`src/rtl/lpm_pkg.sv`:
```
package lpm_pkg;
  typedef enum logic [2:0] {
    ST_RUN  = 3'd0,
    ST_IDLE = 3'd1,
    ST_PD   = 3'd2,
    ST_WIN  = 3'd3,
    ST_RST  = 3'd4,
    ST_WARM = 3'd5
  } lpm_state_e;
endpackage

```
`src/rtl/lpm_cnt.sv`:
```
module lpm_cnt #(
  parameter int MAXV = 64,
  localparam int CW = $clog2(MAXV + 1)
) (
  input  logic          clk,
  input  logic          rst_n,
  input  logic          clr,
  input  logic          inc,
  output logic [CW-1:0] cnt
);
  localparam logic [CW-1:0] TOP = CW'(MAXV);
  logic [CW-1:0] cnt_d;

  always_comb begin
    cnt_d = cnt;
    if (clr)             cnt_d = '0;
    else if (inc && cnt != TOP) cnt_d = cnt + 1'b1;
  end

  always_ff @(posedge clk or negedge rst_n) begin
    if (!rst_n) cnt <= '0;
    else        cnt <= cnt_d;
  end
endmodule

```
`src/rtl/lpm_fsm.sv`:
```
module lpm_fsm
  import lpm_pkg::*;
#(
  parameter int WIN_CYC  = 24,
  parameter int WARM_CYC = 64,
  parameter int CW       = 7
) (
  input  logic          clk,
  input  logic          rst_n,
  input  logic          hw_rst,
  input  logic          irq_pend,
  input  logic          pcon_wr,
  input  logic          req_idle,
  input  logic          req_pdown,
  input  logic [CW-1:0] cnt,
  output lpm_state_e    state
);
  localparam logic [CW-1:0] WIN_LAST = CW'(WIN_CYC - 1);
  localparam logic [CW-1:0] WARM_MIN = CW'(WARM_CYC);
  lpm_state_e state_d;

  always_comb begin
    state_d = state;
    unique case (state)
      ST_RUN: begin
        if (hw_rst)                      state_d = ST_RST;
        else if (pcon_wr && req_pdown)   state_d = ST_PD;
        else if (pcon_wr && req_idle)    state_d = ST_IDLE;
      end
      ST_IDLE: begin
        if (hw_rst)        state_d = ST_WIN;
        else if (irq_pend) state_d = ST_RUN;
      end
      ST_PD:   if (hw_rst) state_d = ST_WARM;
      ST_WIN:  if (cnt == WIN_LAST) state_d = ST_RST;
      ST_RST:  if (!hw_rst) state_d = ST_RUN;
      ST_WARM: if (!hw_rst) state_d = (cnt >= WARM_MIN) ? ST_RUN : ST_PD;
      default: state_d = ST_RST;
    endcase
  end

  always_ff @(posedge clk or negedge rst_n) begin
    if (!rst_n) state <= ST_RST;
    else        state <= state_d;
  end
endmodule

```
`src/rtl/lpm_pins.sv`:
```
module lpm_pins
  import lpm_pkg::*;
(
  input  lpm_state_e state,
  input  logic       ext_prog,
  output logic       cpu_clk_en,
  output logic       osc_en,
  output logic       ram_wr_inh,
  output logic       sfr_rst,
  output logic       pin_force,
  output logic       ale_lvl,
  output logic       psen_lvl,
  output logic       p0_float,
  output logic       p2_addr
);
  always_comb begin
    cpu_clk_en = 1'b1;
    osc_en     = 1'b1;
    ram_wr_inh = 1'b0;
    sfr_rst    = 1'b0;
    pin_force  = 1'b0;
    ale_lvl    = 1'b0;
    psen_lvl   = 1'b0;
    p0_float   = 1'b0;
    p2_addr    = 1'b0;
    unique case (state)
      ST_IDLE: begin
        cpu_clk_en = 1'b0;
        pin_force  = 1'b1;
        ale_lvl    = 1'b1;
        psen_lvl   = 1'b1;
        p0_float   = ext_prog;
        p2_addr    = ext_prog;
      end
      ST_PD: begin
        cpu_clk_en = 1'b0;
        osc_en     = 1'b0;
        pin_force  = 1'b1;
        p0_float   = ext_prog;
      end
      ST_WIN:  ram_wr_inh = 1'b1;
      ST_RST: begin
        ram_wr_inh = 1'b1;
        sfr_rst    = 1'b1;
      end
      ST_WARM: begin
        cpu_clk_en = 1'b0;
        ram_wr_inh = 1'b1;
        sfr_rst    = 1'b1;
      end
      default: ;
    endcase
  end
endmodule

```
`src/rtl/lpm_ctrl.sv`:
```
module lpm_ctrl
  import lpm_pkg::*;
#(
  parameter int WIN_CYC  = 24,
  parameter int WARM_CYC = 64
) (
  input  logic clk,
  input  logic rst_n,
  input  logic hw_rst,
  input  logic pcon_wr,
  input  logic req_idle,
  input  logic req_pdown,
  input  logic irq_pend,
  input  logic ext_prog,
  output logic cpu_clk_en,
  output logic osc_en,
  output logic ram_wr_inh,
  output logic sfr_rst,
  output logic pin_force,
  output logic ale_lvl,
  output logic psen_lvl,
  output logic p0_float,
  output logic p2_addr
);
  localparam int MAXV = (WIN_CYC > WARM_CYC) ? WIN_CYC : WARM_CYC;
  localparam int CW   = $clog2(MAXV + 1);

  logic [1:0]    rsync;
  logic          rst_n_s;
  logic [CW-1:0] cnt;
  logic          cnt_clr, cnt_inc;
  lpm_state_e    state;

  // asynchronous assertion, synchronous release
  always_ff @(posedge clk or negedge rst_n) begin
    if (!rst_n) rsync <= 2'b00;
    else        rsync <= {rsync[0], 1'b1};
  end
  assign rst_n_s = rsync[1];

  assign cnt_clr = (state != ST_WIN) && (state != ST_WARM);
  assign cnt_inc = (state == ST_WIN) || (state == ST_WARM && hw_rst);

  lpm_cnt #(.MAXV(MAXV)) i_cnt (
    .clk(clk), .rst_n(rst_n_s), .clr(cnt_clr), .inc(cnt_inc), .cnt(cnt)
  );

  lpm_fsm #(.WIN_CYC(WIN_CYC), .WARM_CYC(WARM_CYC), .CW(CW)) i_fsm (
    .clk(clk), .rst_n(rst_n_s), .hw_rst(hw_rst), .irq_pend(irq_pend),
    .pcon_wr(pcon_wr), .req_idle(req_idle), .req_pdown(req_pdown),
    .cnt(cnt), .state(state)
  );

  lpm_pins i_pins (
    .state(state), .ext_prog(ext_prog),
    .cpu_clk_en(cpu_clk_en), .osc_en(osc_en), .ram_wr_inh(ram_wr_inh),
    .sfr_rst(sfr_rst), .pin_force(pin_force), .ale_lvl(ale_lvl),
    .psen_lvl(psen_lvl), .p0_float(p0_float), .p2_addr(p2_addr)
  );
endmodule

```
`config.mk`:
```
export PLATFORM = sky130hd
export DESIGN_NAME = lpm_ctrl
export DESIGN_NICKNAME = d
export VERILOG_FILES = /design/src/rtl/lpm_pkg.sv /design/src/rtl/lpm_cnt.sv /design/src/rtl/lpm_fsm.sv /design/src/rtl/lpm_pins.sv /design/src/rtl/lpm_ctrl.sv
export SDC_FILE = /design/constraint.sdc
export NUM_CORES = 1
export LEC_CHECK = 0
export BUFFER_PORTS_ARGS = -buffer_cell sky130_fd_sc_hd__buf_2
export CAP_MARGIN = 0
export CELL_PAD_IN_SITES_DETAIL_PLACEMENT = 0
export CELL_PAD_IN_SITES_GLOBAL_PLACEMENT = 1
export CORE_MARGIN = 2
export CORE_UTILIZATION = 39
export CTS_CLUSTER_DIAMETER = 200
export DETAILED_ROUTE_END_ITERATION = 12
export HOLD_SLACK_MARGIN = 0.03
export PLACE_DENSITY_LB_ADDON = 0.1
export SLEW_MARGIN = 0
export SYNTH_ARGS = -nofsm -noshare
export SYNTH_HDL_FRONTEND = slang
export SYNTH_SLANG_ARGS = --single-unit
export TNS_END_PERCENT = 10
```
`constraint.sdc`:
```
create_clock -name clk -period 1.6 [get_ports clk]
set_input_delay 0.08 -clock clk [delete_from_list [all_inputs] [get_ports clk]]
set_output_delay 0.08 -clock clk [all_outputs]
set_load 0.03 [all_outputs]
```
# Yosys cells after proc, flatten, opt, wreduce, memory -nomap -nowiden
# Index checks and enable logic that the tools add are counted.
# W data, S select, Z words.
# totals
reg_bits,12
output_inout_bits,9
wordCells,54
# op_classes
n_addsub,1
magnitude_cmp,1
n_eq_ne,15
muxes,21
n_reduce_logical,13
# op_table
operator,n
$mux W3,9
$pmux W3 S6,1
$mux W7,2
$mux W1,8
$add A7 B1 Y7 const B,1
$eq A7 B5 Y1 const B,1
$ge A7 B7 Y1 const B,1
$ne A7 B7 Y1 const B,1
$eq A3 B2 Y1 const B,2
$eq A3 B3 Y1 const B,2
$ne A2 B2 Y1 const B,3
$ne A3 B3 Y1 const B,2
$reduce_and A6 Y1,1
$reduce_or A3 Y1,2
$logic_and A1 B1 Y1,5
$ne A4 B2 Y1 const B,1
$reduce_or A2 Y1,2
$eq A3 B1 Y1 const B,1
$logic_not A3 Y1,1
$ne A3 B2 Y1 const B,1
$mux W2,1
$ne A2 B1 Y1 const B,1
$reduce_bool A2 Y1,1
$logic_or A1 B1 Y1,1

# Depth between registers and ports, before layout
# logic_depth
depth_word,6
ltp_mapped,6

# Cells and area by module
# From an unflattened synthesis, not the netlist that was laid out.
# unflattened
cells_unflattened,92
area_unflattened_um2,824.5
# by_module_without_submodules
mod,instances,cells_each,area_each_um2,seq_area_each_um2
lpm_cnt,1,45,432.9,175.2
lpm_fsm,1,26,224.0,76.3
lpm_ctrl,1,8,86.3,50.0
lpm_pins,1,13,81.3,0.0

# Worst setup path before layout
# No wires, ideal clock.
# synth_path
path_kind,reg-to-output
startpoint,register i_fsm.state[0]
endpoint,output p0_float
t_arrival_ps,1684
required_ps,1520
setup_slack_ps,-164
stages_incl_launch_ff,6
n_path_buf,1
cell_sequence,dfrtp_1 > buf_4 > nor2_1 > nand2_1 > o21ai_1 > and2_1
# synth_between
elab_chain_cells,3
elab_cells_between_ends,4
# synth_lines
item,line,source
"start, declared",lpm_fsm.sv:16,output lpm_state_e state
"start signal, assigned",lpm_fsm.sv:44,else state <= state_d;
$eq A3 B1 Y1 / $eq A3 B2 Y1 (equally long branches),lpm_pins.sv:26,unique case (state)
$reduce_or A2 Y1 (no source line) *,n/a,
$mux W1 *,lpm_pins.sv:26,
"end, declared",lpm_ctrl.sv:22,"output logic p0_float,"
# Every way passes the cells marked *; elsewhere a longest branch is shown, timed or not.

# Final worst setup path
# layout_path
startpoint,register i_fsm.state[2]
endpoint,output ram_wr_inh
# layout_between
elab_chain_cells,3
elab_cells_between_ends,5
# layout_lines
item,line,source
$eq A3 B2 Y1 / $eq A3 B3 Y1 (equally long branches),lpm_pins.sv:26,
$reduce_or A3 Y1 (no source line) *,n/a,
$mux W1 *,lpm_pins.sv:26,
"end, declared",lpm_ctrl.sv:17,"output logic ram_wr_inh,"
# Marked as above.

==> flow_summary.ini <==
[status]
status = completed

[setup_path]
cp_slowest_cell = dfstp_2
critPathCaptureType = output pin
r2r_setup_slack_ns = 0.08
crit_chain = and3b_2, or2_4, buf_6
cp.required_ns = 1.52
cpPeakStageDelay_ns = 0.59
critical_path.max_fanout = 7
critical_path_class = register to output pin
cp.arrival_ns = 1.45
start_kind = register

[synth]
synth.largest_area_cell = dfrtp_1
synth_edf_count = 0
yosys.cell_count.top_type = nor2_1
yosysWarnings = 0
synth_top_area_share_pct = 35.7
synthCells = 82
ys_seq_area_share_pct = 39.1
synth_common_cells = 12 x nor2_1, 11 x dfrtp_1, 5 x xor2_1
avgSynthCellArea_sq_um = 9.41
synth_fp_nets = 92
synthArstFlopShare_pct = 100
syn_area_sq_um = 772
yosys_register_bits = 12
synth_flop_cell = dfrtp_1
synthTopCellsByArea = dfrtp_1 36%, nor2_1 5.8%, xor2_1 5.7%
ys_types = 33

[detailed_routing]
totalWireLength_um = 1490
drcViolationCount = 0
first_pass_iters = 4
drtIter0Drc = 11
dr_total_vias = 644
wl_per_cell_um = 11.6
ant_nets = 0
vias_per_cell = 5.03

[sta]
finalHoldViolations = 0
post-route-period-util_pct = 95.7
setup_viol = 0
hold_ws_ns = 0.109
drv_slew = 0
layout_setup_ws_ns = 0.0690
finalCriticalPeriod_ns = 1.53
timing.fmax_ghz = 0.653
rsz0062_at_grt = true
fin_skew_ns = 0.000627

[power]
p_total_mw = 1.28
p_sw_mw = 0.550
peakVddDrop_mv = 0.689
cellInternalPower_mw = 0.734
p_leak_nw = 0.429
pwr-share-clk_pct = 18.9
power_frac_comb_pct = 49.0
power_frac_seq_pct = 32.1
swShare_pct = 42.8
pwr_density_cell_mw_per_mm2 = 1350

[placement]
hpwl_um = 1140
dp_slack_ns = 0.173
numPortBuffers = 16
place_congestion = 0.804

[clock_tree]
cts_root_buffer = clkbuf_4
clock_path_buffers = 2
h-tree-depth = 1
cts_buffers = 3
cts_tree = built
cts_sinks = 12
clk_pin_slew_worst_paths_ns = 0.07
clock_latency_ns = 0.28

[die]
coreArea_sq_mm = 0.00192
dieArea_sq_mm = 0.00235
rows = 16
pin_count = 17
die_h_um = 48.5
die_w_um = 48.5
initial_core_util_pct = 40.2

[cells_and_area]
antenna_cells = 0
syn_to_final_growth_pct = 23.2
final_nets = 112
drive_gt1_share_pct = 36.6
fin_util_pct = 49.5

[global_routing]
antenna_found_initial = 0
overflow = 0
grt_use_total_pct = 14.2
grt_pass1_vias = 583
grt_pass1_wl_um = 2530
grt_max_degree = 15

[min_path]
min_path_type = input port to asynchronous set/reset pin

[job]
cap_violations = 0
cells by family (layout without fill, tap and decap cells):
kind of cell,count (synthesis),in the layout,synth area share (%)
buffers and inverters,8,27,6.16
flip-flops,12,12,39.1
XOR/XNOR,6,6,6.81
other,1,1,0.486
AO/OA/AOI/OAI,19,19,18.3
multiplexers,4,4,5.51
AND/OR/NAND/NOR,30,30,20.4
adder cells (fa/ha/maj),2,2,3.24
path summary, 6_finish.rpt:
kind / from / endpoint / cells past startpoint
setup / recovery: i_fsm.state[2]$_DFFE_PN1P_ / ram_wr_inh / 3
hold / removal: rst_n / rsync[1]$_DFF_PN0_ / 2
setup reg to reg: i_fsm.state[2]$_DFFE_PN1P_ / i_cnt.cnt[1]$_DFFE_PN0P_ / 5
hold reg to reg: rsync[1]$_DFF_PN0_ / i_fsm.state[1]$_DFFE_PN0P_ / 0
max in group asynchronous: rsync[1]$_DFF_PN0_ / i_fsm.state[2]$_DFFE_PN1P_ / 0
min in group clk: hw_rst / i_fsm.state[2]$_DFFE_PN1P_ / 3
per-stage QoR:
| step | area (sq um) | setup TNS (ns) | std cells |
|---|---|---|---|
| after floorplan | 776 | 0 | 82 |
| after global placement | 868 | 0 | 122 |
| after detailed placement | 868 | 0 | 122 |
| after CTS | 932 | 0 | 128 |
| after global routing | 951 | -0.0100 | 128 |
| final | 951 | 0 | 128 |
critical path: cells and delay by family, from the launching register on:
family / cells / cell delay (ns)
flip-flops: 1 / 0.59
AND/OR/NAND/NOR: 2 / 0.45
buffers and inverters: 1 / 0.14
flip-flops by register name, indices dropped and copies added, names as in the netlist:
signal,cells
rsync,2
i_cnt.cnt,7
i_fsm.state,3
metal layers:
layer / track usage, % / wire, um / up-vias
li1: - / - / 326
met4: 7.14 / 31 / 0
met5: 0 / 0 / -
met2: 22.7 / 677 / 9
met1: 17.2 / 725 / 304
met3: 4.63 / 56 / 5
layout by cell type, fill, tap and decap left out, types with 3 or more instances in the layout:
cell	instances
buf_2	15
clkbuf_4	3
nand2_1	4
a21oi_1	3
buf_4	3
xor2_1	5
nor2_1	11
dfrtp_1	10
o21ai_0	3
inv_1	3
power groups by stage:
stage	logic (mW)	registers [mW]	clock network, mW
2_1_floorplan	0.490	0.374	0
3_3_place_gp	0.598	0.414	0
3_5_place_dp	0.593	0.409	0
4_1_cts	0.623	0.407	0.253
5_1_grt	0.685	0.422	0.261
6_report	0.629	0.413	0.242
area by class of cell:
| type | instances | area [sq um] |
|---|---|---|
| Timing Repair Buffer | 20 | 119 |
| Inverter | 3 | 11.3 |
| Clock buffer | 4 | 36.3 |
| Fill cell | 197 | 971 |
| Multi-Input combinational cell | 62 | 448 |
| Tap cell | 27 | 33.8 |
| Sequential cell | 12 | 303 |
what timing repair did:
item                                   in CTS  in global routing
setup buffers                               1                  0
setup endpoints to repair                   2                  5
resized for setup                           4                  5
endpoints found under the hold margin       2                  0
hold buffers                                1                  0
Note: power is estimated with default switching activity, not from simulation.
